File: src/rtl/cyc_event_gen.sv
`timescale 1ns/1ps
module cyc_event_gen #(
  parameter bit HAS_COUNTER = 1'b1,
  parameter int CW          = 32,
  parameter int PW          = 4,
  parameter int TAP_LO      = 6,
  parameter int TAP_HI      = 10,
  parameter int SYNC_B0     = 24,
  parameter int SYNC_B1     = 26,
  parameter int SYNC_B2     = 28
) (
  input  logic          clk,
  input  logic          rst_n,
  input  logic          wr_en,
  input  logic          wr_sel,
  input  logic [CW-1:0] wr_data,
  input  logic [1:0]    rd_sel,
  output logic [CW-1:0] rd_data,
  input  logic          core_halted,
  input  logic          sync_in,
  input  logic [CW-1:0] pc_in,
  output logic          pcs_req,
  output logic          cyc_evt,
  output logic          sync_pulse,
  output logic [CW-1:0] pc_sample
);
  localparam int PRE_LO  = 8;
  localparam int POST_LO = PRE_LO + PW;

  logic          en_q, tap_sel_q, pcs_en_q, cyc_en_q;
  logic [1:0]    sync_sel_q;
  logic [PW-1:0] preset_q, post_q;
  logic [CW-1:0] cnt_q, pc_q, ctl_img;
  logic [1:0]    tap_prev_q;
  logic [2:0]    sync_prev_q;
  logic          pcs_req_q, cyc_evt_q, sync_q;
  logic          tap_now, tap_was, tap_hit, fire;
  logic          sync_now, sync_was, sync_hit;

  wire ctl_wr = wr_en && !wr_sel;
  wire cnt_wr = wr_en &&  wr_sel;

  assign tap_now = tap_sel_q ? cnt_q[TAP_HI]  : cnt_q[TAP_LO];
  assign tap_was = tap_sel_q ? tap_prev_q[1]  : tap_prev_q[0];
  assign tap_hit = en_q && (tap_now != tap_was);
  assign fire    = tap_hit && (post_q == '0);

  always_comb begin
    case (sync_sel_q)
      2'd1:    {sync_now, sync_was} = {cnt_q[SYNC_B0], sync_prev_q[0]};
      2'd2:    {sync_now, sync_was} = {cnt_q[SYNC_B1], sync_prev_q[1]};
      2'd3:    {sync_now, sync_was} = {cnt_q[SYNC_B2], sync_prev_q[2]};
      default: {sync_now, sync_was} = 2'b00;
    endcase
  end
  assign sync_hit = en_q && sync_in && (sync_now != sync_was);

  always_ff @(posedge clk or negedge rst_n) begin
    if (!rst_n) begin
      en_q <= 1'b0; tap_sel_q <= 1'b0; sync_sel_q <= '0;
      pcs_en_q <= 1'b0; cyc_en_q <= 1'b0;
      preset_q <= '0; post_q <= '0;
    end else if (ctl_wr) begin
      en_q       <= HAS_COUNTER ? wr_data[0] : 1'b0;
      tap_sel_q  <= wr_data[1];
      sync_sel_q <= wr_data[3:2];
      pcs_en_q   <= wr_data[4];
      cyc_en_q   <= wr_data[5];
      preset_q   <= wr_data[PRE_LO +: PW];
      post_q     <= wr_data[POST_LO +: PW];
    end else if (tap_hit) begin
      post_q <= fire ? preset_q : post_q - 1'b1;
    end
  end

  generate
    if (HAS_COUNTER) begin : g_cnt
      always_ff @(posedge clk or negedge rst_n) begin
        if (!rst_n)                    cnt_q <= '0;
        else if (cnt_wr)               cnt_q <= wr_data;
        else if (en_q && !core_halted) cnt_q <= cnt_q + 1'b1;
      end
    end else begin : g_nocnt
      assign cnt_q = '0;
    end
  endgenerate

  always_ff @(posedge clk or negedge rst_n) begin
    if (!rst_n) begin
      tap_prev_q  <= '0;
      sync_prev_q <= '0;
      pcs_req_q   <= 1'b0;
      cyc_evt_q   <= 1'b0;
      sync_q      <= 1'b0;
      pc_q        <= '0;
    end else begin
      tap_prev_q  <= {cnt_q[TAP_HI], cnt_q[TAP_LO]};
      sync_prev_q <= {cnt_q[SYNC_B2], cnt_q[SYNC_B1], cnt_q[SYNC_B0]};
      pcs_req_q   <= fire && pcs_en_q;
      cyc_evt_q   <= fire && !pcs_en_q && cyc_en_q;
      sync_q      <= sync_hit;
      pc_q        <= pc_in;
    end
  end

  assign pcs_req    = pcs_req_q;
  assign cyc_evt    = cyc_evt_q;
  assign sync_pulse = sync_q;
  assign pc_sample  = core_halted ? '1 : pc_q;

  always_comb begin
    ctl_img                   = '0;
    ctl_img[0]                = en_q;
    ctl_img[1]                = tap_sel_q;
    ctl_img[3:2]              = sync_sel_q;
    ctl_img[4]                = pcs_en_q;
    ctl_img[5]                = cyc_en_q;
    ctl_img[PRE_LO +: PW]     = preset_q;
    ctl_img[POST_LO +: PW]    = post_q;
  end

  always_comb begin
    case (rd_sel)
      2'd0:    rd_data = ctl_img;
      2'd1:    rd_data = cnt_q;
      2'd2:    rd_data = pc_sample;
      default: rd_data = '0;
    endcase
  end

  // one step per enabled cycle, wrapping at the top
  p_inc_wrap_r1: assert property (@(posedge clk) disable iff (!rst_n)
    (en_q && !core_halted && !cnt_wr) |=> cnt_q == $past(cnt_q) + CW'(1));

  p_halt_hold_r2: assert property (@(posedge clk) disable iff (!rst_n)
    (core_halted && !cnt_wr) |=> $stable(cnt_q));

  p_reload_r5: assert property (@(posedge clk) disable iff (!rst_n)
    ((pcs_req_q || cyc_evt_q) && !$past(ctl_wr)) |-> post_q == preset_q);

  p_pcs_prio_r6: assert property (@(posedge clk) disable iff (!rst_n)
    cyc_evt_q |-> !$past(pcs_en_q));

  p_sync_gate_r7: assert property (@(posedge clk) disable iff (!rst_n)
    sync_q |-> $past(sync_in && en_q));

  p_halt_pc_r8: assert property (@(posedge clk) disable iff (!rst_n)
    (core_halted && rd_sel == 2'd2) |-> (&rd_data));

  p_one_event_r10: assert property (@(posedge clk) disable iff (!rst_n)
    !(pcs_req_q && cyc_evt_q));

  generate
    if (!HAS_COUNTER) begin : g_absent_chk
      p_absent_r9: assert property (@(posedge clk) disable iff (!rst_n)
        !en_q && cnt_q == '0);
    end
  endgenerate
endmodule

File: config.mk
export PLATFORM = sky130hd
export DESIGN_NAME = cyc_event_gen
export DESIGN_NICKNAME = d
export VERILOG_FILES = /design/src/rtl/cyc_event_gen.sv
export SDC_FILE = /design/constraint.sdc
export NUM_CORES = 1
export LEC_CHECK = 0
export ABC_AREA = 1
export BUFFER_PORTS_ARGS = -buffer_cell sky130_fd_sc_hd__buf_4
export CORE_ASPECT_RATIO = 1.25
export CORE_MARGIN = 4
export CORE_UTILIZATION = 44
export DETAILED_ROUTE_END_ITERATION = 8
export PLACE_DENSITY = 0.69
export SLEW_MARGIN = 20
export SYNTH_ARGS = -nofsm -noshare
export SYNTH_HDL_FRONTEND = slang
export SYNTH_SLANG_ARGS = --single-unit
File: constraint.sdc
create_clock -name clk -period 1.85 [get_ports clk]
set_clock_uncertainty 0.05 [all_clocks]
set_input_delay 0.0925 -clock clk [delete_from_list [all_inputs] [get_ports clk]]
set_output_delay 0.0925 -clock clk [all_outputs]
set_load 0.01 [all_outputs]
== Yosys cells after proc, flatten, opt, wreduce, memory -nomap -nowiden ==
Cells that the tools add are included.
W data, S select, Z words.
Word-level totals
  memories kept: 0
  logic and storage cells: 51
  bits in latches: 0
  bits in registers: 86
  ROM bits: 0
  output and inout port bits: 67
  input bits: 72
  memory bits (writable): 0
Cells by class
  bitwise gates (word level): 0
  reductions and logical operators: 17
  shift-type cells: 0
  $mul: 0
  $lt $le $gt $ge: 0
  mux-type cells: 11
  add/subtract/negate cells: 2
  equal/unequal tests: 7
  div/mod/pow operators: 0
Operator list (count)
  $mux W32: 3
  $pmux W32 S3: 1
  $add A32 B1 Y32 const B: 1
  $mux W4: 3
  $logic_and A1 B1 Y1: 10
  $eq A2 B2 Y1 const B: 3
  $pmux W1 S3: 2
  $eq A2 B1 Y1 const B: 2
  $logic_not A4 Y1: 1
  $reduce_bool A2 Y1: 2
  $sub A4 B1 Y4 const B: 1
  $logic_not A1 Y1: 3
  $logic_not A2 Y1: 1
  $mux W1: 2
  $ne A1 B1 Y1: 2

== Depth between registers and ports, before layout ==
Gate-level depths: netlist of run 1.
  word-level depth: 7
  mapped depth: 10
  depth with buffers taken out: 10

== Worst setup path after synthesis of run 1 ==
No wires, ideal clock.
  path kind: flip-flop to flip-flop
  from: register cnt_q[1]
  to: register cnt_q[22]
  path buffers: 0
  data required time: 1675 ps
  clock period less this slack: 1426 ps
  cell stages (with the launch flop): 9
  arrival: 1252 ps
  setup time: 125 ps
  slack: 424 ps
  cell sequence: dfrtp_1 ha_1 nand2_1 nor2_2 nand3_2 nor2_4 nand3b_1 nand2_1 nand3_1
Between the ends
  longest elaborated chain between the ends: 3
RTL lines
  start, declared: line 33  | logic [CW-1:0] cnt_q, pc_q, ctl_img;
  start signal, assigned: line 80  | else if (cnt_wr) cnt_q <= wr_data;
  start signal, assigned: line 81  | else if (en_q && !core_halted) cnt_q <= cnt_q + 1'b1;
  $add A32 B1 Y32: line 81
  $mux W32: line 81
  $mux W32: line 80
Every way passes these cells. The select of a mux whose other input is x is not followed.
A chain may end at the register's enable or synchronous reset.

== Final worst setup path of run 1 ==
  from: register cnt_q[1]
  to: register cnt_q[24]
Same word-level chain as after synthesis.

==> summary.md, run 1 <==
| Metric | Value |
|---|---|
| Status | complete, no violations |
| Post-CTS setup buffers | 0 |
| Die Area | 12,880 sq um |
| Post-Synth XOR/XNOR Area | 2.864% |
| CP peak stage delay | about 420 ps |
| Reg power frac | 38.6% |
| Most used routing layer | met2 |
| CP Launch Type | register |
| Clk_lat worst skew | 340 ps |
| Initial antenna violation count | 0 |
| Clock buffer count from CTS | 9 |
| Met3 Use GR | 5.586% |
| Actual slew at the worst max-slew pin | roughly 580 ps |
| YS warnings | 0 |
| Filler cells | 922 |
| Fin crit period | 1668 ps |
| Worst path arrival time | 1850 ps |
| Routed vias/inst | just over 5 |
| CTS tree | yes |
| Simple-gate portion of the synthesized area | 34.11% |
| H-tree Lvls | 3 |
| Routed WL per cell | 16.68 um |
| Rel. slew slack | 61.20% |
| Compound-Gate Fraction of Synth Area | 9.512% |
| Initial DRC Count | ~370 |
| Met2 Use GR | 42.06% |
| Vias | about 5.2k |
| N_diodes | 0 |
| Final setup TNS | 0 ps |
| Clock sinks | 86 |
| IO Count | 139 |
| Unrepaired setup endpoints after global routing | false |
| Synth Area in Adders | 0.7671% |
| Crit path kind | register to register |
| Psw | between 1500 and 2000 uW |
| Initial Utilization | 45.65% |
| DRC viols | 0 |
| GRT met1 Usage | 35.31% |
| Syn nets | 739 |
| Leakage dissipation | about 0.0034 uW |
| Worst-path fanout max | 6 |
| CP Capture Type | register |
| Reg area | around 2200 sq um |
| Final setup vio count | 0 |
| Worst min path class | input port to register |
| Cell Rows | 42 |
| Peak supply drop | 0.5771 mV |
| CTS resizes | 0 |
| Area growth syn-to-layout | 44.06% |
| Tcrit/Tclk final | 90.17% |
| Sw Ratio | 32.04% |
| DRT Pass-1 Iters | 6 |
| Worst Hold Slack | 5.049 ps |
| P per Cell Area | 882.3 nW/um^2 |
| Critical-path top delay cell | dfrtp_1 |
| Die Wd | 102.3 um |
| Pin count of the biggest net entering global routing | 46 |
| First-pass GRT wire length | 26,430 um |
| Crit path cell chain | ha_1 > nand2_1 > nor2_2 > nand3_2 > nor2_4 > nand3_1 > nand3_1 > nand2_1 |
| Grt ovf | 0 |
| Port buffer count | approximately 140 |
| Mux share of post-synthesis cell area | 0% |
| CTS max path bufs | 2 |
| Cell count after synthesis | 664 |
| DIE HEIGHT | 125.9 um |
| WP data required | 2030 ps |
| Int Power | 4226 uW |
| Mapped cell area | 4893 sq um |
| Clk slew on worst S/H paths | roughly 70 ps |
| GRT Util Overall | around a quarter |
| Detailed Route WL | 16,720 um |
| Final nets | 940 |
| Synth cell types | 33 |
| Clock root cell | clkbuf_16 |
| HPWL after DPL | 12,140 um |
| F_max | 599.4 MHz |
| Final max-slew violation count | 0 |
| Number of nets with antenna violations after routing | 0 |
| Mean post-synth cell area | 7.370 sq um |
| RePlAce Congestion | 0.9511 |
| FF+latch count, synth | 86 |
| Clock power share | between 30% and 40% |
| Register area share after synthesis | 43.98% |
| Combinational share of power | 27.4% |
| Vias in the first global route | 5,133 |
| Layout cells sized above 1 | 25.29% |
| Max cap viols | 0 |
| Hold Violations, Final | 0 |
| Largest family of logic cells by synthesized area | simple AND/OR/NAND/NOR gates |
| Area of the core | 10,720 sq um |
| Multi-input gate area | 2315 sq um |
## critical path: cells and delay by family, from the launching register on
kind,cells,cell delay [ps]
adders and majority gates,1,230
DFF,1,420
and+or+nand+nor,7,850
## cell usage after synthesis
cell	number	area, sq um
clkbuf_1	6	22.52
nand3b_1	2	15.01
a21oi_2	1	8.760
inv_2	2	7.510
a21oi_1	5	25.02
clkinv_1	1	3.750
or2_2	26	162.7
ha_1	3	37.54
nand4_1	9	56.30
o21bai_1	4	30.03
dfrtp_1	86	2152
nor2_1	56	210.2
nand3_1	41	205.2
clkinv_2	1	5.000
nor2_4	4	45.04
nand2_4	2	22.52
xnor2_1	3	26.28
buf_4	2	15.01
nand3_2	2	20.02
o21ai_0	42	210.2
nor3_2	1	10.01
buf_6	3	33.78
nor3b_2	1	12.51
xor2_1	13	113.9
nand2_1	223	837.1
o21ai_1	5	25.02
o211ai_1	7	52.55
buf_2	9	45.04
nand2_2	2	12.51
o221ai_1	13	113.9
inv_1	79	296.5
nor3_1	2	10.01
nor2_2	8	50.05
## power by group through the flow
stage          sequential, uW  clock [uW]  combinational [uW]
6_report                 2400        2120                1700
5_1_grt                  2430        2200                1890
4_1_cts                  2390        2130                1690
3_5_place_dp             2420           0                1580
3_3_place_gp             2420           0                1570
2_1_floorplan            2330           0                 957
## cells by family after synthesis
kind of cell,count (synthesis)
compound gates,77
xor+xnor,16
fa+ha+maj,3
buf+inv,103
flops,86
simple gates,379
## path summary, 6_finish.rpt
kind | depth (start not counted) | slack [ps] | from | end
hold reg to reg | 1 | 400 | pcs_en_q | cyc_evt
hold / removal | 5 | 5 | wr_data[24] | cnt_q[24]
setup / recovery | 8 | 180 | cnt_q[1] | cnt_q[24]
max in group asynchronous | 3 | 880 | rst_n | cnt_q[18]
min in group asynchronous | 2 | 250 | rst_n | preset_q[3]
setup reg to reg | 8 | 180 | cnt_q[1] | cnt_q[24]
## registers in the layout (all words and copies together), names as in the netlist, 2 cells and up
signal and flops:
cnt_q 32, pc_q 32, post_q 4, preset_q 4, sync_prev_q 3, sync_sel_q 2
tap_prev_q 2
## through the flow
stage | worst slack (ps) | area, sq um | instances | power (uW) | utilization [%]
finish | 181.8 | 7049 | 1002 | 6219 | 65.76
CTS | 200.6 | 7049 | 1002 | 6210 | 65.76
detailed placement | 208.2 | 6131 | 929 | 3999 | 57.19
global placement | 271.2 | 6131 | 929 | 3983 | 57.19
floorplan | 423.7 | 4893 | 664 | 3291 | -
global route | 20.16 | 7049 | 1002 | 6520 | 65.76
## final cells by class
type,instances,area share (%)
multi-input cells,475,32.84
flip-flops and latches,86,30.53
repair buffers,210,24.92
inverters,83,4.437
clock buffers,10,3.390
well taps,132,2.343
clock inverters,6,1.544
## placed cells by master (no fill, tap or decap)
cell type | netlist | final
xor2_1 | 13 | 13
nand2_1 | 223 | 223
nor3b_2 | 1 | 1
clkbuf_16 | 0 | 9
buf_4 | 2 | 150
nand2_2 | 2 | 2
nor3_2 | 1 | 1
nor2_1 | 56 | 55
dfrtp_1 | 86 | 86
buf_12 | 0 | 3
xnor2_1 | 3 | 3
bufinv_16 | 0 | 3
nand3_2 | 2 | 2
o221ai_1 | 13 | 13
inv_2 | 2 | 2
inv_1 | 79 | 79
nand3b_1 | 2 | 2
nand3_1 | 41 | 41
nand4_1 | 9 | 9
clkbuf_8 | 0 | 1
clkinv_1 | 1 | 1
a21oi_2 | 1 | 1
o211ai_1 | 7 | 7
a21oi_1 | 5 | 5
o21ai_1 | 5 | 5
or2_2 | 26 | 26
nor2_4 | 4 | 4
nand2_4 | 2 | 2
o21ai_0 | 42 | 42
o21bai_1 | 4 | 4
clkinv_2 | 1 | 3
ha_1 | 3 | 3
clkinv_4 | 0 | 1
nor2_2 | 8 | 9
nor3_1 | 2 | 2
dlygate4sd3_1 | 0 | 57
## repair_timing
action / 4_1_cts / 5_1_grt
endpoints found under the setup margin: 0 / 0
hold endpoints to repair: 106 / 0
hold buffers: 57 / 0
## routing by layer
metal	vias to the layer above	part of all wire, %
li1	2492	-
met1	2383	42
met5	-	0
met3	43	8.4
met2	232	47
met4	0	2.6
(Power assumes the default switching activity.)
==> inputs of run 2 (changes only) <==
ABC_AREA = unset   (was 1)
PLACE_DENSITY = 0.71   (was 0.69)
==> run 2 against run 1 <==
Compared with the run above: the flow now finishes with violations (negative hold slack); sequential share of layout area up 1.3 points; global-route usage fell by 1.9 points; final cell count decreased by 15%; non-clock buffer count grew 39; first-iteration DRC count is 44% lower; sequential power down 5%; total power fell by 9.8%; wire length decreased by 16%; register-to-register slack worse by 110 ps; synthesized cell count shrank 27%; final area decreased by 4.1%; area after synthesis fell by 11%.
==> summary.md, run 2 <==
| Metric | Value |
|---|---|
| Failing checks | negative hold slack |
| Final setup vio count | 0 (unchanged) |
| Fin worst setup slack | 76.58 ps (-105.2 ps) |
| Die Area | 11,610 sq um (-9.9%) |
| Cell count after synthesis | 485 (-27%) |
| Number of nets with antenna violations after routing | 0 (unchanged) |
| Hold Violations, Final | 1 (+1) |
| Syn nets | 560 (-24%) |
| Top flop regs | cnt_q x32, pc_q x32 |
| Synth cell count leaders | 86 x dfrtp_1, 67 x nor2_1, 64 x nand2_1, 37 x inv_1, 31 x o21ai_0 |
| Yosys top cell area share | 49.21% (+5.2 points) |
| CP Launch Type | register |
| Max cap viols | 0 (unchanged) |
| Initial DRC Count | 206 (-44%) |
| F_max | 563.9 MHz (-5.9%) |
| Die Wd | 97.17 um (-5.0%) |
| DIE HEIGHT | 119.5 um (-5.1%) |
| HPWL after DPL | 9657 um (-20%) |
| First-pass GRT wire length | 22,990 um (-13%) |
| Clk_lat worst skew | 340 ps (about the same) |
| FF+latch count, synth | 86 (unchanged) |
| DRT Pass-1 Iters | 5 (-1) |
| Worst Hold Slack | -9.977 ps (-15.03 ps) |
| Rel. slew slack | 43.86% (-17 points) |
| Worst path arrival time | 1990 ps (+140 ps) |
| Async SR Flop Fraction | 100.0% (unchanged) |
| Tot Pwr | 5608 uW (-9.8%) |
| Pin count of the biggest net entering global routing | 65 (+41%) |
| Worst slack at placement | 60.38 ps (-147.8 ps) |
| Final max-slew violation count | 0 (unchanged) |
| Vias | 4,533 (-12%) |
| CTS max path bufs | 2 (unchanged) |
| Most common cell in the synthesized netlist | dfrtp_1 |
| Mapped cell area | 4373 sq um (-11%) |
| Leakage dissipation | 0.003145 uW (-7.7%) |
| Crit-path leading delay family | simple AND/OR/NAND/NOR gates |
| Status | complete, but fails checks |
| IO Count | 139 (unchanged) |
| Worst-path fanout max | 7 (+1) |
| Clock root cell | clkbuf_16 |
| Area of the core | 9659 sq um (-9.9%) |
| Filler cells | 755 (-18%) |
| Peak supply drop | 0.5531 mV (-4.2%) |
| Routed vias/inst | 5.333 (+3.8%) |
| Crit path kind | register to register |
| Detailed Route WL | 14,060 um (-16%) |
| Initial antenna violation count | 0 (unchanged) |
| Top area cells in the synthesized netlist | dfrtp_1 49%, nor2_1 5.8%, nand2_1 5.5%, mux2i_1 4.1%, o21ai_0 3.5% |
| Most common cell after layout, fill and taps aside | buf_4 |
| Crit path cell chain | and4_4 > nand4_4 > or4_1 > a31oi_1 |
| Vias in the first global route | 4,646 (-9.5%) |
| Cell Rows | 40 (-4.8%) |
| CP Capture Type | register |
| Clock sinks | 86 (unchanged) |
| Layout cells sized above 1 | 29.70% (+4.4 points) |
| Mean post-synth cell area | 9.016 sq um (+22%) |
| Port buffer count | 138 (unchanged) |
| Grt ovf | 0 (unchanged) |
| Actual slew at the worst max-slew pin | 842.1 ps (+260.2 ps) |
| Tcrit/Tclk final | 95.86% (+5.7 points) |
| Final nets | 794 (-16%) |
| N_diodes | 0 (unchanged) |
| Initial Utilization | 45.27% (-0.37 points) |
| Register area share after synthesis | 49.21% (+5.2 points) |
| Cell accounting for the most synthesized area | dfrtp_1 |
| Synth cell types | 37 (+12%) |
| Post-synth EDFFs | 0 (unchanged) |
| H-tree Lvls | 3 (unchanged) |
| Area growth syn-to-layout | 54.59% |
| Clock buffer count from CTS | 9 (unchanged) |
| Bufs and invs on worst path | 0 (unchanged) |
| P per Cell Area | 829.5 nW/um^2 (-6.0%) |
| GRT Util Overall | 24.57% (-1.9 points) |
| Critical-path top delay cell | or4_1 |
| Fin crit period | 1773 ps (+105.2 ps) |
| Final setup TNS | 0 ps (unchanged) |
| RePlAce Congestion | 0.8826 (-7.2%) |
| Predominant post-synthesis flop cell | dfrtp_1 |
| CTS tree | yes |
| Routed WL per cell | 16.55 um (-0.83%) |
| Util after Layout | 69.99% (+4.2 points) |
| YS warnings | 0 (unchanged) |
| Worst min path class | input port to register |
| WP data required | 2060 ps (+30 ps) |
| CP peak stage delay | 550 ps (+130 ps) |
| DRC viols | 0 (unchanged) |
| Most frequent cells in the layout | 181 x buf_4, 86 x dfrtp_1, 67 x nor2_1 |
| Clk slew on worst S/H paths | 60 ps (about the same) |
run 2: layout make-up:
class | instances | area (sq um) | share of cell area, %
Clock buffer | 12 | 246.5 | 3.646
Clock inverter | 4 | 22.52 | 0.3331
Inverter | 37 | 138.9 | 2.054
Multi-Input combinational cell | 336 | 1982 | 29.32
Sequential cell | 86 | 2152 | 31.83
Tap cell | 126 | 157.7 | 2.332
Timing Repair Buffer | 249 | 2061 | 30.48
run 2: worst reg2reg max path: stages (launching register included):
cell	delay [ps]
dfrtp_1	420
and4_4	300
nand4_4	180
or4_1	550
a31oi_1	190
run 2: where the power goes:
group	internal (uW)	total, uW	switching (uW)
Combinational	838	1650	813
Sequential	2100	2280	182
Clock	940	1680	736
run 2: logic make-up after synthesis:
| family | share of synthesized area (%) |
|---|---|
| adder cells (fa/ha/maj) | 0.8585 |
| XOR/XNOR | 3.004 |
| multiplexers | 4.120 |
| AND/OR/NAND/NOR | 23.15 |
| flip-flops | 49.21 |
| buffers and inverters | 6.266 |
| AO/OA/AOI/OAI | 13.39 |
run 2: layer usage:
| layer | share of wire, % | track usage, % | up-vias |
|---|---|---|---|
| met2 | 52 | 43.91 | 193 |
| met5 | 0 | 0 | - |
| met3 | 6.7 | 5.682 | 28 |
| met4 | 2.2 | 8.692 | 0 |
| met1 | 39 | 28.71 | 2162 |
| li1 | - | - | 2150 |
run 2: stage by stage:
step | std cells | area, sq um
2_1_floorplan | 485 | 4373
3_3_place_gp | 762 | 5759
3_5_place_dp | 762 | 5759
4_1_cts | 843 | 6679
5_1_grt | 850 | 6760
6_report | 850 | 6760
run 2: path summary, 6_finish.rpt:
| check | start | to | cells past startpoint | slack (ps) |
|---|---|---|---|---|
| worst max-delay path | cnt_q[18] | cnt_q[29] | 4 | 80 |
| worst min-delay path | wr_data[7] | cnt_q[7] | 3 | -10 |
| worst max register to register | cnt_q[18] | cnt_q[29] | 4 | 80 |
| worst min register to register | preset_q[0] | preset_q[0] | 2 | 460 |
| max in group asynchronous | rst_n | pc_q[1] | 3 | 980 |
| min in group asynchronous | rst_n | pc_q[27] | 2 | 140 |
run 2: timing repair:
action / CTS / global route
hold endpoints to repair: 94 / 0
hold buffers: 65 / 0
setup endpoints to repair: 0 / 10
resized for setup: 0 / 7
buffers inserted: 0 / 6
==> inputs of run 3 (changes only) <==
CORE_ASPECT_RATIO = 0.7   (was 1.25)
==> run 3 against run 2 <==
Compared with the run above: the flow now finishes without violations; hold slack improved by 31 ps; total power rose by 3.0%; maximum frequency fell by 2.1%; final cell count fell by 0.24%; sequential share of layout area barely moved.
==> summary.md, run 3 (synthesis results as in run 2) <==
| Metric | Value |
|---|---|
| Most frequent cells in the layout | 181 x buf_4, 85 x dfrtp_1, 67 x nor2_1 |
| Cell Rows | 30 (-25%) |
| Initial antenna violation count | 0 (unchanged) |
| Rel. slew slack | 60.22% (+16 points) |
| Initial Utilization | 45.16% (-0.12 points) |
| Final setup vio count | 0 (unchanged) |
| DRC viols | 0 (unchanged) |
| Initial DRC Count | 331 (+61%) |
| Max cap viols | 0 (unchanged) |
| Worst path arrival time | 2010 ps (+20 ps) |
| Pin count of the biggest net entering global routing | 57 (-12%) |
| N_diodes | 0 (unchanged) |
| RePlAce Congestion | 0.8393 (-4.9%) |
| Layout cells sized above 1 | 29.58% (-0.11 points) |
| Port buffer count | 138 (unchanged) |
| Reg area | 2153 sq um (about the same) |
| Clock root cell | clkbuf_16 |
| Peak supply drop | 0.6158 mV (+11%) |
| Most used routing layer | met2 |
| GRT met1 Usage | 34.77% (+6.1 points) |
| Status | complete, no violations |
| Tot Pwr | 5775 uW (+3.0%) |
| Unrepaired setup endpoints after global routing | true |
| CTS max path bufs | 2 (unchanged) |
| Worst slack at placement | 1.428 ps (-58.96 ps) |
| Clock sinks | 86 (unchanged) |
| HPWL after DPL | 9927 um (+2.8%) |
| Clk slew on worst S/H paths | 60 ps (about the same) |
| Number of nets with antenna violations after routing | 0 (unchanged) |
| Die Wd | 127.2 um (+31%) |
| Placed Area | 5777 sq um (+0.30%) |
| Most common cell after layout, fill and taps aside | buf_4 |
| CP Launch Type | register |
| Top flop regs | cnt_q x32, pc_q x32 |
| Tcrit/Tclk final | 97.96% (+2.1 points) |
| DRT Pass-1 Iters | 4 (-1) |
| Worst-path fanout max | 13 (+6) |
| Leakage dissipation | 0.003130 uW (-0.48%) |
| Fin crit period | 1812 ps (+38.91 ps) |
| Detailed Route WL | 13,810 um (-1.8%) |
| Clock buffer count from CTS | 9 (unchanged) |
| WP data required | 2040 ps (-20 ps) |
| CTS tree | yes |
| Vias in the first global route | 4,405 (-5.2%) |
| F_max | 551.8 MHz (-2.1%) |
| Area of the core | 9684 sq um (+0.26%) |
| Routed vias/inst | 5.262 (-1.3%) |
| Hold Violations, Final | 0 (-1) |
| Clk_lat worst skew | 340 ps (about the same) |
| First-pass GRT wire length | 22,310 um (-2.9%) |
| Worst Hold Slack | 21.31 ps (+31.29 ps) |
| DIE HEIGHT | 91.41 um (-23%) |
| Grt ovf | 0 (unchanged) |
| Crit path kind | register to register |
| Fin worst setup slack | 37.67 ps (-38.91 ps) |
| Die Area | 11,620 sq um (+0.14%) |
| Final max-slew violation count | 0 (unchanged) |
| Multi-input gate area | 1981 sq um (about the same) |
| Vias | 4,462 (-1.6%) |
| Met3 Use GR | 6.173% (+0.49 points) |
| GRT Util Overall | 24.33% (-0.25 points) |
| Actual slew at the worst max-slew pin | 596.7 ps (-245.4 ps) |
| Filler cells | 737 (-2.4%) |
| Final nets | 790 (-0.50%) |
| Area growth syn-to-layout | 54.71% (about the same) |
| Post-layout instance area | 6765 sq um (about the same) |
| P per Cell Area | 853.6 nW/um^2 (+2.9%) |
| Met2 Use GR | 36.66% (-7.2 points) |
| CP Capture Type | register |
| Routed WL per cell | 16.29 um (-1.6%) |
| Worst min path class | input port to register |
| H-tree Lvls | 3 (unchanged) |
| IO Count | 139 (unchanged) |
==> run 3: what timing repair did <==
action | 4_1_cts | 5_1_grt
setup endpoints to repair | 0 | 19
hold buffers | 63 | 0
setup buffers | 0 | 3
endpoints found under the hold margin | 102 | 0
gates resized for setup | 0 | 9
==> run 3: final timing paths <==
kind | startpoint | to | slack [ps] | cells past startpoint
worst max-delay path | cnt_q[11] | cnt_q[23] | 40 | 5
worst min-delay path | wr_data[26] | cnt_q[26] | 20 | 3
worst max register to register | cnt_q[11] | cnt_q[23] | 40 | 5
worst min register to register | cyc_en_q | cyc_en_q | 460 | 2
max in group asynchronous | rst_n | pc_q[23] | 920 | 3
min in group asynchronous | rst_n | sync_pulse | 180 | 2
==> run 3: layer usage <==
layer | wire length (um) | vias up | share of wire (%)
li1 | - | 2139 | -
met1 | 6313 | 2144 | 46
met2 | 6331 | 165 | 46
met3 | 983 | 14 | 7.1
met4 | 184 | 0 | 1.3
met5 | 0 | - | 0
==> run 3: cell type report <==
cell class | instances | area share (%)
flip-flops and latches | 86 | 31.83
repair buffers | 246 | 30.00
multi-input cells | 335 | 29.28
clock buffers | 13 | 3.847
well taps | 128 | 2.367
inverters | 37 | 2.053
clock inverters | 3 | 0.6288
==> run 3: per-stage QoR <==
stage | std cells | utilization [%] | setup TNS (ps)
final | 848 | 69.86 | 0
after global routing | 848 | 69.86 | -7.673
after CTS | 845 | 69.29 | 0
after detailed placement | 766 | 59.65 | 0
after global placement | 766 | 59.65 | 0
after floorplan | 485 | - | 0
==> run 3: critical path, cell delays in order (launching register included) <==
cell and delay, ps:
dfrtp_1 370, and2_2 220, buf_4 150, nand4_4 180
or4_1 510, a31oi_1 240
==> run 3: power breakdown <==
part	internal, uW	total, uW	leakage, uW	switching [uW]
clock network	1120	1850	0.000146	730
registers	2100	2290	0.000991	189
logic	815	1640	0.00199	821
total	4030	5770	0.00313	1740
